$ cat src/rtl/tswz_pkg.sv
package tswz_pkg;

  typedef enum logic [1:0] {
    TILE_NONE = 2'd0,
    TILE_X    = 2'd1,
    TILE_Y    = 2'd2,
    TILE_RSVD = 2'd3
  } tile_e;

  typedef enum logic [2:0] {
    SWZ_NONE      = 3'd0,
    SWZ_B9        = 3'd1,
    SWZ_B9_10     = 3'd2,
    SWZ_B9_11     = 3'd3,
    SWZ_B9_10_11  = 3'd4,
    SWZ_UNKNOWN   = 3'd5,
    SWZ_B9_17     = 3'd6,
    SWZ_B9_10_17  = 3'd7
  } swz_e;

  typedef enum logic [1:0] {
    PLAT_FLAT    = 2'd0,
    PLAT_CFGWORD = 2'd1,
    PLAT_RANK    = 2'd2,
    PLAT_FIXED   = 2'd3
  } plat_e;

  typedef enum logic [1:0] {
    AM_SINGLE = 2'd0,
    AM_ASYM   = 2'd1,
    AM_INTLV  = 2'd2,
    AM_RSVD   = 2'd3
  } amode_e;

  // Number of candidate source bits and their address positions
  localparam int unsigned NSRC = 4;
  localparam int unsigned DST_BIT = 6;

  function automatic int unsigned src_pos(int unsigned k);
    case (k)
      0: return 9;
      1: return 10;
      2: return 11;
      default: return 17;
    endcase
  endfunction

  // Selected source bits {b17, b11, b10, b9} for an internal code
  function automatic logic [NSRC-1:0] src_sel(logic [2:0] code);
    case (code)
      3'd1: return 4'b0001;
      3'd2: return 4'b0011;
      3'd3: return 4'b0101;
      3'd4: return 4'b0111;
      3'd6: return 4'b1001;
      3'd7: return 4'b1011;
      default: return 4'b0000;
    endcase
  endfunction

endpackage

$ cat src/rtl/tswz_mode_decode.sv
module tswz_mode_decode
  import tswz_pkg::*;
#(
  parameter int unsigned CFG_W       = 32,
  parameter int unsigned XOR_OFF_BIT = 2,
  parameter int unsigned HI_SEL_BIT  = 3
) (
  input  logic [1:0]       plat_sel,
  input  logic [CFG_W-1:0] cfg_word,
  input  logic             rank_match,
  output logic [2:0]       code_x,
  output logic [2:0]       code_y
);

  logic [1:0] am;
  logic       xor_off;
  logic       hi_sel;
  logic       word_bad;

  assign am       = cfg_word[1:0];
  assign xor_off  = cfg_word[XOR_OFF_BIT];
  assign hi_sel   = cfg_word[HI_SEL_BIT];
  assign word_bad = &cfg_word;

  always_comb begin
    code_x = SWZ_NONE;
    code_y = SWZ_NONE;
    case (plat_sel)
      PLAT_FLAT: begin
        code_x = SWZ_NONE;
        code_y = SWZ_NONE;
      end
      PLAT_CFGWORD: begin
        code_x = SWZ_UNKNOWN;
        code_y = SWZ_UNKNOWN;
        case (am)
          AM_SINGLE, AM_ASYM: begin
            code_x = SWZ_NONE;
            code_y = SWZ_NONE;
          end
          AM_INTLV: begin
            if (xor_off) begin
              code_x = SWZ_B9_10;
              code_y = SWZ_B9;
            end else if (!hi_sel) begin
              code_x = SWZ_B9_10_11;
              code_y = SWZ_B9_11;
            end else begin
              code_x = SWZ_B9_10_17;
              code_y = SWZ_B9_17;
            end
          end
          default: begin
            code_x = SWZ_UNKNOWN;
            code_y = SWZ_UNKNOWN;
          end
        endcase
        if (word_bad) begin
          code_x = SWZ_UNKNOWN;
          code_y = SWZ_UNKNOWN;
        end
      end
      PLAT_RANK: begin
        if (rank_match) begin
          code_x = SWZ_B9_10;
          code_y = SWZ_B9;
        end
      end
      default: begin
        code_x = SWZ_B9_10;
        code_y = SWZ_B9;
      end
    endcase
  end

endmodule

$ cat src/rtl/tswz_report.sv
module tswz_report
  import tswz_pkg::*;
(
  input  logic [1:0] tile_mode,
  input  logic [2:0] code_x,
  input  logic [2:0] code_y,
  output logic [2:0] raw_code,
  output logic [2:0] swz_code,
  output logic [1:0] tile_eff
);

  always_comb begin
    case (tile_mode)
      TILE_X:  raw_code = code_x;
      TILE_Y:  raw_code = code_y;
      default: raw_code = SWZ_NONE;
    endcase
  end

  always_comb begin
    tile_eff = (tile_mode == TILE_RSVD) ? TILE_NONE : tile_mode;
    swz_code = raw_code;
    case (raw_code)
      SWZ_B9_17:    swz_code = SWZ_B9;
      SWZ_B9_10_17: swz_code = SWZ_B9_10;
      SWZ_UNKNOWN: begin
        swz_code = SWZ_NONE;
        tile_eff = TILE_NONE;
      end
      default: ;
    endcase
  end

endmodule

$ cat src/rtl/tswz_xlate_stage.sv
module tswz_xlate_stage
  import tswz_pkg::*;
#(
  parameter int unsigned ADDR_W = 32
) (
  input  logic              clk,
  input  logic              rst_n,
  input  logic [2:0]        code,
  input  logic              in_valid,
  output logic              in_ready,
  input  logic [ADDR_W-1:0] in_addr,
  output logic              out_valid,
  input  logic              out_ready,
  output logic [ADDR_W-1:0] out_addr
);

  logic [NSRC-1:0]   sel;
  logic [NSRC-1:0]   taps;
  logic [ADDR_W-1:0] next_addr;
  logic              take;

  assign sel = src_sel(code);

  for (genvar k = 0; k < NSRC; k++) begin : g_tap
    assign taps[k] = sel[k] & in_addr[src_pos(k)];
  end

  for (genvar i = 0; i < ADDR_W; i++) begin : g_lane
    if (i == DST_BIT) begin : g_dst
      assign next_addr[i] = in_addr[i] ^ (^taps);
    end else begin : g_pass
      assign next_addr[i] = in_addr[i];
    end
  end

  assign in_ready = !out_valid || out_ready;
  assign take     = in_valid && in_ready;

  always_ff @(posedge clk or negedge rst_n) begin
    if (!rst_n) begin
      out_valid <= 1'b0;
      out_addr  <= '0;
    end else begin
      if (take) begin
        out_valid <= 1'b1;
        out_addr  <= next_addr;
      end else if (out_ready) begin
        out_valid <= 1'b0;
      end
    end
  end

endmodule

$ cat src/rtl/tswz_top.sv
module tswz_top
  import tswz_pkg::*;
#(
  parameter int unsigned ADDR_W      = 32,
  parameter int unsigned CFG_W       = 32,
  parameter int unsigned XOR_OFF_BIT = 2,
  parameter int unsigned HI_SEL_BIT  = 3
) (
  input  logic              clk,
  input  logic              rst_n,
  input  logic [1:0]        plat_sel,
  input  logic [CFG_W-1:0]  cfg_word,
  input  logic              rank_match,
  input  logic [1:0]        tile_mode,
  output logic [2:0]        raw_code,
  output logic [2:0]        swz_code,
  output logic [1:0]        tile_eff,
  input  logic              in_valid,
  output logic              in_ready,
  input  logic [ADDR_W-1:0] in_addr,
  output logic              out_valid,
  input  logic              out_ready,
  output logic [ADDR_W-1:0] out_addr
);

  localparam int unsigned MIN_ADDR_W = 18;
  localparam int unsigned MIN_CFG_W  = (XOR_OFF_BIT > HI_SEL_BIT ? XOR_OFF_BIT : HI_SEL_BIT) + 1;

  initial begin
    if (ADDR_W < MIN_ADDR_W) $error("ADDR_W must cover bit 17");
    if (CFG_W < MIN_CFG_W || CFG_W < 2) $error("CFG_W too narrow for its fields");
  end

  logic [2:0] code_x;
  logic [2:0] code_y;

  tswz_mode_decode #(
    .CFG_W      (CFG_W),
    .XOR_OFF_BIT(XOR_OFF_BIT),
    .HI_SEL_BIT (HI_SEL_BIT)
  ) dec_i (
    .plat_sel  (plat_sel),
    .cfg_word  (cfg_word),
    .rank_match(rank_match),
    .code_x    (code_x),
    .code_y    (code_y)
  );

  tswz_report rep_i (
    .tile_mode(tile_mode),
    .code_x   (code_x),
    .code_y   (code_y),
    .raw_code (raw_code),
    .swz_code (swz_code),
    .tile_eff (tile_eff)
  );

  tswz_xlate_stage #(
    .ADDR_W(ADDR_W)
  ) xl_i (
    .clk      (clk),
    .rst_n    (rst_n),
    .code     (raw_code),
    .in_valid (in_valid),
    .in_ready (in_ready),
    .in_addr  (in_addr),
    .out_valid(out_valid),
    .out_ready(out_ready),
    .out_addr (out_addr)
  );

endmodule

$ cat config.mk
export PLATFORM = sky130hd
export DESIGN_NAME = tswz_top
export DESIGN_NICKNAME = d
export VERILOG_FILES = /design/src/rtl/tswz_pkg.sv /design/src/rtl/tswz_mode_decode.sv /design/src/rtl/tswz_report.sv /design/src/rtl/tswz_xlate_stage.sv /design/src/rtl/tswz_top.sv
export SDC_FILE = /design/constraint.sdc
export NUM_CORES = 1
export LEC_CHECK = 0
export BUFFER_PORTS_ARGS = -buffer_cell sky130_fd_sc_hd__buf_4
export CAP_MARGIN = 20
export CELL_PAD_IN_SITES_DETAIL_PLACEMENT = 2
export CELL_PAD_IN_SITES_GLOBAL_PLACEMENT = 2
export CORE_ASPECT_RATIO = 0.6
export CORE_MARGIN = 2
export CORE_UTILIZATION = 21
export CTS_CLUSTER_DIAMETER = 200
export DETAILED_ROUTE_END_ITERATION = 7
export GPL_TIMING_DRIVEN = 0
export PLACE_DENSITY = 0.89
export SETUP_SLACK_MARGIN = 0.2
export SYNTH_ARGS = -nofsm -noshare
export SYNTH_HDL_FRONTEND = slang
export SYNTH_SLANG_ARGS = --single-unit
$ cat constraint.sdc
create_clock -name clk -period 1.8 [get_ports clk]
set_input_delay 0.18 -clock clk [delete_from_list [all_inputs] [get_ports clk]]
set_output_delay 0.18 -clock clk [all_outputs]
set_load 0.05 [all_outputs]
==> results.md, run 1 <==
* CP bufs+invs at 6
* Clock Sinks at 33
* Top-count cell post-synth: nand2_1
* Worst-skew pair later-pin latency at ~0.28 ns
* Tcrit/Tclk final at 134%
* CTS buffer count at 5
* CTS max path bufs at 2
* Design area at 3020 sq um
* Drt total wl at roughly 7500 um
* Vias in the first global route at 2021
* Max Transition Viols Final at 0
* Syn_nets at 271
* Slowest stage delay, CP at roughly 0.32 ns
* Worst hold-check path type: in2reg
* 1st-pass router iterations at 4
* Violated checks: setup timing
* Final net count at 384
* Fmax at just over 0.4 GHz
* Critical Setup Path Class: in2out
* Worst reg2reg startpoint: xl_i.out_valid
* Core Box Area at between 7000 and 8000 sq um
* GP Congestion at roughly 0.79
* Avg Inst Size Synth at around 8.5 sq um
* Initial DRC Count at between 90 and 100
* Cell area after synthesis at 1660 sq um
* Sw frac at 38.3%
* Status: complete, but fails checks
* Async SR Flop Fraction at 100%
* Required time of the critical path at around 1.6 ns
* H-tree Lvls at 2
* DR vias at 1868
* Leakage at 1.52 nW
* Maximum vdd drop at between 0.3 and 0.4 mV
* Final core utilization at about two fifths
* Worst Skew at ~0.0018 ns
* Die height at approximately 73 um
* DRC at 0
* Total power at 2.71 mW
* Hold Fails Final Rpt at 0
* Sequential share of power at roughly 33%
* Worst endpoint data arrival time at approximately 2.2 ns
* Hold endpoint: xl_i.out_addr[4]
* Placed Instances at around 400
* Most common library cells after synthesis: 94 x nand2_1, 33 x dfrtp_1, 7 x clkbuf_1, 7 x inv_1, 5 x o21ai_0
* Critical Path End Type: output port
* Cell taking the most area after synthesis: dfrtp_1
* Post-detailed-route count of antenna-violating nets at 0
* Max Cap Viol at 0
* Synth top area share at about half
* DIE AREA at between 8000 and 9000 sq um
* Final setup viols at 8
* TritonCTS clock tree: yes
* R2R setup slack at 0.09 ns
* Cells after synthesis at ~200
* Root buf cell: clkbuf_16
* Setup WS post-layout at -0.604 ns
* CP Max Fanout at 6
* Row count at 25
* Pwr dens at ~900 nW/um^2
* GR Overflow Total at 0
* Starting Density at between 20% and 30%
* Ranking of synthesized cells by area: dfrtp_1 50%, nand2_1 21%, ha_1 2.3%
* Yosys warning count at 0
* First-pass GRT wire length at 11200 um
* CTS clk-pin slew, worst paths at ~0.050 ns
* Flops & latches, synth at 33
* Vias per cell at about 4.5
* Register-to-Register Path Depth at 6
* Worst R2R End: xl_i.out_addr[6]
* Relative slew slack at between 60% and 70%
* Critical path's top delay family: buffers and inverters
* Ys flop type: dfrtp_1
* Fin crit period at between 2 and 2.5 ns
* Switching power at 1.04 mW
* Hold Crit Start: in_addr[4]
* Unrepaired setup endpoints after global routing: yes
* Port Buffers at 86
* Synth unique cells at 37
* Dpl hpwl at 4870 um
* Register area share after synthesis at between 40% and 50%
* Critical-path cell list: buf_8 > ha_4 > buf_8 > and4b_1 > a32o_2 > a32oi_4 > buf_4 > buf_4 > inv_1 > nor4_4 > buf_6
* Post-DP Area at around 2500 sq um
* Initial antenna violation count at 0
* P_int at 1.67 mW
* Logic pwr share at a little over a third
* Top Ports at ~120
* Layout Cells excl Fill at around 420
* Layout cells sized above 1 at 47.6%
* Global-route usage over all layers at 17.0%
* DR WL/cell at between 15 and 20 um
* Slowest CP cell: a32oi_4
* Worst Setup Start Kind: input pin
* Die W at ~120 um
* Area growth syn-to-layout at 81.6%
* Worst slew pin tran at roughly 0.48 ns
* Antenna cells at 0
* Largest net degree at the start of global routing at 34
* Clk network pwr share at between 30 and 40%
* EDFF count, synth at 0
* Worst hold stages at 3
==> through the flow <==
step,hold slack [ns],TNS [ns],worst slack [ns]
3_3_place_gp,0.153,-3.41,-0.977
4_1_cts,0.0906,-2.73,-0.534
2_1_floorplan,-0.116,-2.40,-0.627
5_1_grt,0.0897,-3.75,-0.674
6_report,0.0923,-3.27,-0.604
3_5_place_dp,0.155,-3.67,-1.02
==> layout make-up <==
cell class	count	area, sq um
Clock inverter	3	17.5
Fill cell	892	4740
Timing Repair Buffer	106	860
Inverter	7	33.8
Buffer	8	45.0
Tap cell	108	135
Multi-Input combinational cell	147	973
Sequential cell	33	827
Clock buffer	5	125
==> state kept, by name, indices dropped and copies added (netlist names) <==
| signal | flops |
|---|---|
| xl_i.out_valid | 1 |
| xl_i.out_addr | 32 |
==> placed cells by master, fill, tap and decap left out, types with 3 or more instances in the layout <==
cell type / instances
nand2_1: 94
buf_4: 93
dfrtp_1: 32
buf_6: 9
inv_1: 5
clkbuf_16: 5
nand3_1: 4
clkbuf_1: 4
buf_8: 3
nor3_2: 3
clkbuf_2: 3
o21ai_0: 3
==> repair_timing <==
action                                  in CTS  in global routing
pin swaps                                   11                  7
resized for setup                           24                 20
hold endpoints to repair                    33                  0
endpoints found under the setup margin       8                 38
gates cloned                                 0                  0
hold buffers                                 1                  0
buffers inserted                            12                  7
==> cells by family after synthesis <==
kind of cell	after synthesis	share of synthesized area (%)
AND/OR/NAND/NOR	123	32.2
adder cells (fa/ha/maj)	3	2.26
buffers and inverters	15	3.62
flip-flops	33	49.7
AO/OA/AOI/OAI	21	12.2
==> per-layer routing <==
layer  vias up  routed length (um)  global-route usage [%]
met2        54                3830                    30.1
met5         -                   0                       0
met3        18                 359                    5.00
li1        869                   -                       -
met1       927                3110                    20.3
met4         0                 238                    5.16
==> worst min-delay path: stages <==
cell     delay, ns
buf_4         0.08
nand2_1       0.04
nand2_1       0.05
==> how the worst max path moves through the flow <==
stage / from / endpoint / slack, ns / cells past startpoint
2_1_floorplan: tile_mode[0] / xl_i.out_addr[6] / -0.63 / 11
3_3_place_gp: tile_mode[0] / xl_i.out_addr[6] / -0.98 / 12
3_5_place_dp: tile_mode[0] / xl_i.out_addr[6] / -1.02 / 12
4_1_cts: tile_mode[1] / xl_i.out_addr[6] / -0.53 / 11
5_1_grt: tile_mode[0] / swz_code[2] / -0.67 / 12
6_report: tile_mode[1] / swz_code[2] / -0.60 / 11
==> power by group through the flow <==
stage	Clock (mW)	Sequential [mW]	Combinational, mW
2_1_floorplan	0	1.25	0.212
4_1_cts	0.850	0.900	0.952
3_5_place_dp	0	0.911	0.906
3_3_place_gp	0	0.904	0.876
6_report	0.829	0.898	0.982
5_1_grt	0.888	0.912	1.04
No activity file was read; power rests on OpenSTA's default activity.
==> run 2: changes to the inputs <==
--- a/config.mk
+++ b/config.mk
@@ -16,7 +16,7 @@
 export DETAILED_ROUTE_END_ITERATION = 7
 export GPL_TIMING_DRIVEN = 0
 export PLACE_DENSITY = 0.89
-export SETUP_SLACK_MARGIN = 0.2
+export SETUP_SLACK_MARGIN = 0.1
 export SYNTH_ARGS = -nofsm -noshare
 export SYNTH_HDL_FRONTEND = slang
 export SYNTH_SLANG_ARGS = --single-unit
==> results.md, run 2 (same netlist as run 1, synthesis figures left out) <==
* Hold endpoint: xl_i.out_addr[22]
* Relative slew slack at 68.6% (+0.41 points)
* Worst endpoint data arrival time at 2.47 ns (+0.25 ns)
* First-pass GRT wire length at 9890 um (-12%)
* FF+latch area at 827 sq um (unchanged)
* TritonCTS clock tree: yes
* Unrepaired setup endpoints after global routing: yes
* Final setup viols at 7 (-1)
* Vias in the first global route at 1917 (-5.1%)
* Pre-CTS setup slack at -1.02 ns (+0.00503 ns)
* Register-to-Register Path Depth at 6 (unchanged)
* Violated checks: setup timing
* Max Transition Viols Final at 0 (unchanged)
* Setup WS post-layout at -0.537 ns (+0.0671 ns)
* Required time of the critical path at 1.94 ns (+0.32 ns)
* Port Buffers at 86 (unchanged)
* Commonest non-fill, non-tap cell in the layout: nand2_1
* Die height at 72.9 um (unchanged)
* CP Max Fanout at 3 (-3)
* Post-DP Area at 2530 sq um (unchanged)
* Worst R2R End: xl_i.out_addr[6]
* Max Cap Viol at 0 (unchanged)
* Area growth syn-to-layout at 80.6%
* Dpl hpwl at 4570 um (-6.1%)
* Status: complete, but fails checks
* Pwr dens at 897 nW/um^2 (-0.17%)
* Worst hold-check path type: in2reg
* Top Ports at 115 (unchanged)
* Critical Setup Path Class: in2reg
* Worst Skew at 0.00101 ns (-0.000809 ns)
* Worst Setup Start Kind: input pin
* Row count at 25 (unchanged)
* Clk network pwr share at 30.8% (+0.2 points)
* Fmax at 0.428 GHz (+2.9%)
* CTS clk-pin slew, worst paths at 0.05 ns (about the same)
* Max FFs per register at 32 (unchanged)
* Top reg by flops: xl_i.out_addr
* Clock Sinks at 33 (unchanged)
* Worst hold stages at 3 (unchanged)
* Worst slew pin tran at 0.471 ns (-0.00614 ns)
* Largest net degree at the start of global routing at 34 (unchanged)
* Leakage at 1.49 nW (-1.6%)
* 1st-pass router iterations at 4 (unchanged)
* Starting Density at 21.4% (unchanged)
* Total power at 2.69 mW (-0.66%)
* Initial DRC Count at 86 (-8.5%)
* H-tree Lvls at 2 (unchanged)
* Design area at 3000 sq um (-0.50%)
* Switching power at 1.02 mW (-1.2%)
* Slowest stage delay, CP at 0.33 ns (about the same)
* DIE AREA at 8660 sq um (unchanged)
* Maximum vdd drop at 0.341 mV (-9.3%)
* Fin crit period at 2.34 ns (-0.0671 ns)
* Slowest CP cell: a311o_1
* DR WL/cell at 16.4 um (-9.2%)
* Drt total wl at 6740 um (-11%)
* Core Box Area at 7760 sq um (unchanged)
* CTS max path bufs at 2 (unchanged)
* Top Registers: xl_i.out_addr x32, xl_i.out_valid x1
* R2R setup slack at 0.15 ns (+0.06 ns)
* Hold Fails Final Rpt at 0 (unchanged)
* Vias per cell at 4.39 (-2.0%)
* Initial antenna violation count at 0 (unchanged)
* GR Overflow Total at 0 (unchanged)
* Final net count at 378 (-1.6%)
* Logic pwr share at 35.8% (-0.4 points)
* # fillers at 882 (-1.1%)
* Sw frac at 38.1% (-0.20 points)
* P_int at 1.67 mW (-0.34%)
* Die W at 119 um (unchanged)
* Worst-skew pair later-pin latency at 0.27 ns (about the same)
* Tcrit/Tclk final at 130% (-3.7 points)
* Post-detailed-route count of antenna-violating nets at 0 (unchanged)
* Worst reg2reg startpoint: xl_i.out_valid
* Critical Path End Type: flop
* Hold Crit Start: in_addr[22]
* Hold Slack at 0.0947 ns (+0.00241 ns)
* Critical-path cell list: buf_12 > inv_8 > ha_4 > and4b_1 > a32o_2 > a32oi_4 > nor3_2 > a311o_1 > buf_6 > o2111a_1 > a2111oi_4 > nand3_1
* Global-route usage over all layers at 14.7% (-2.3 points)
* Layout cells sized above 1 at 47.9% (+0.28 points)
* DR vias at 1805 (-3.4%)
* GP Congestion at 0.797 (+0.49%)
* Root buf cell: clkbuf_16
* Area of the multi-input gates at 986 sq um (+1.3%)
* Most frequent cells in the layout: 94 x nand2_1, 85 x buf_4, 32 x dfrtp_1, 11 x buf_6, 5 x clkbuf_16
* DRC at 0 (unchanged)
* Sequential share of power at 33.4% (+0.2 points)
* Antenna cells at 0 (unchanged)
* CTS buffer count at 5 (unchanged)
## run 2: layer usage
layer / vias to the layer above / track usage (%) / part of all wire (%)
met5: - / 0 / 0
met4: 0 / 3.31 / 0
met3: 0 / 4.53 / 5.2
met2: 52 / 26.0 / 54
met1: 899 / 17.9 / 41
li1: 854 / - / -
## run 2: how the worst max path moves through the flow
stage	endpoint	startpoint	slack (ns)
after floorplan	xl_i.out_addr[6]	tile_mode[0]	-0.63
after CTS	xl_i.out_addr[6]	tile_mode[0]	-0.54
after detailed placement	xl_i.out_addr[6]	tile_mode[0]	-1.02
after global placement	xl_i.out_addr[6]	tile_mode[0]	-0.98
after global routing	xl_i.out_addr[6]	tile_mode[0]	-0.61
final	xl_i.out_addr[6]	tile_mode[0]	-0.54
## run 2: layout make-up
type	count	area share (%)
tap	108	4.50
inverter	7	1.29
clock inverter	3	0.584
clock buffer	5	4.17
buffer	7	1.00
timing repair buffer	101	28.1
sequential	33	27.6
multi-input combinational	147	32.8
## run 2: power groups by stage
| stage | clock network, mW | logic, mW | registers, mW |
|---|---|---|---|
| 6_report | 0.829 | 0.964 | 0.898 |
| 5_1_grt | 0.881 | 1.02 | 0.912 |
| 4_1_cts | 0.848 | 0.933 | 0.899 |
| 3_5_place_dp | 0 | 0.899 | 0.910 |
| 3_3_place_gp | 0 | 0.876 | 0.904 |
| 2_1_floorplan | 0 | 0.212 | 1.25 |
## run 2: through the flow
stage                     instances  setup TNS (ns)  utilization (%)
after floorplan                 195           -2.40                -
after global placement          389           -3.42             32.6
after detailed placement        389           -3.64             32.6
after CTS                       406           -2.46             36.5
after global routing            411           -2.60             38.7
final                           411           -2.20             38.7
## run 2: what timing repair did
action / CTS / global route
setup endpoints to repair: 8 / 33
gates resized for setup: 19 / 34
pin swaps: 11 / 13
hold buffers: 1 / 0
setup buffers: 8 / 6
endpoints found under the hold margin: 33 / 0
## run 2: critical path, delay by kind of cell
kind,cells,cell delay (ns)
AOI/OAI and AO/OA,5,1.32
buffers and inverters,3,0.27
adders and majority gates,1,0.27
and+or+nand+nor,3,0.45
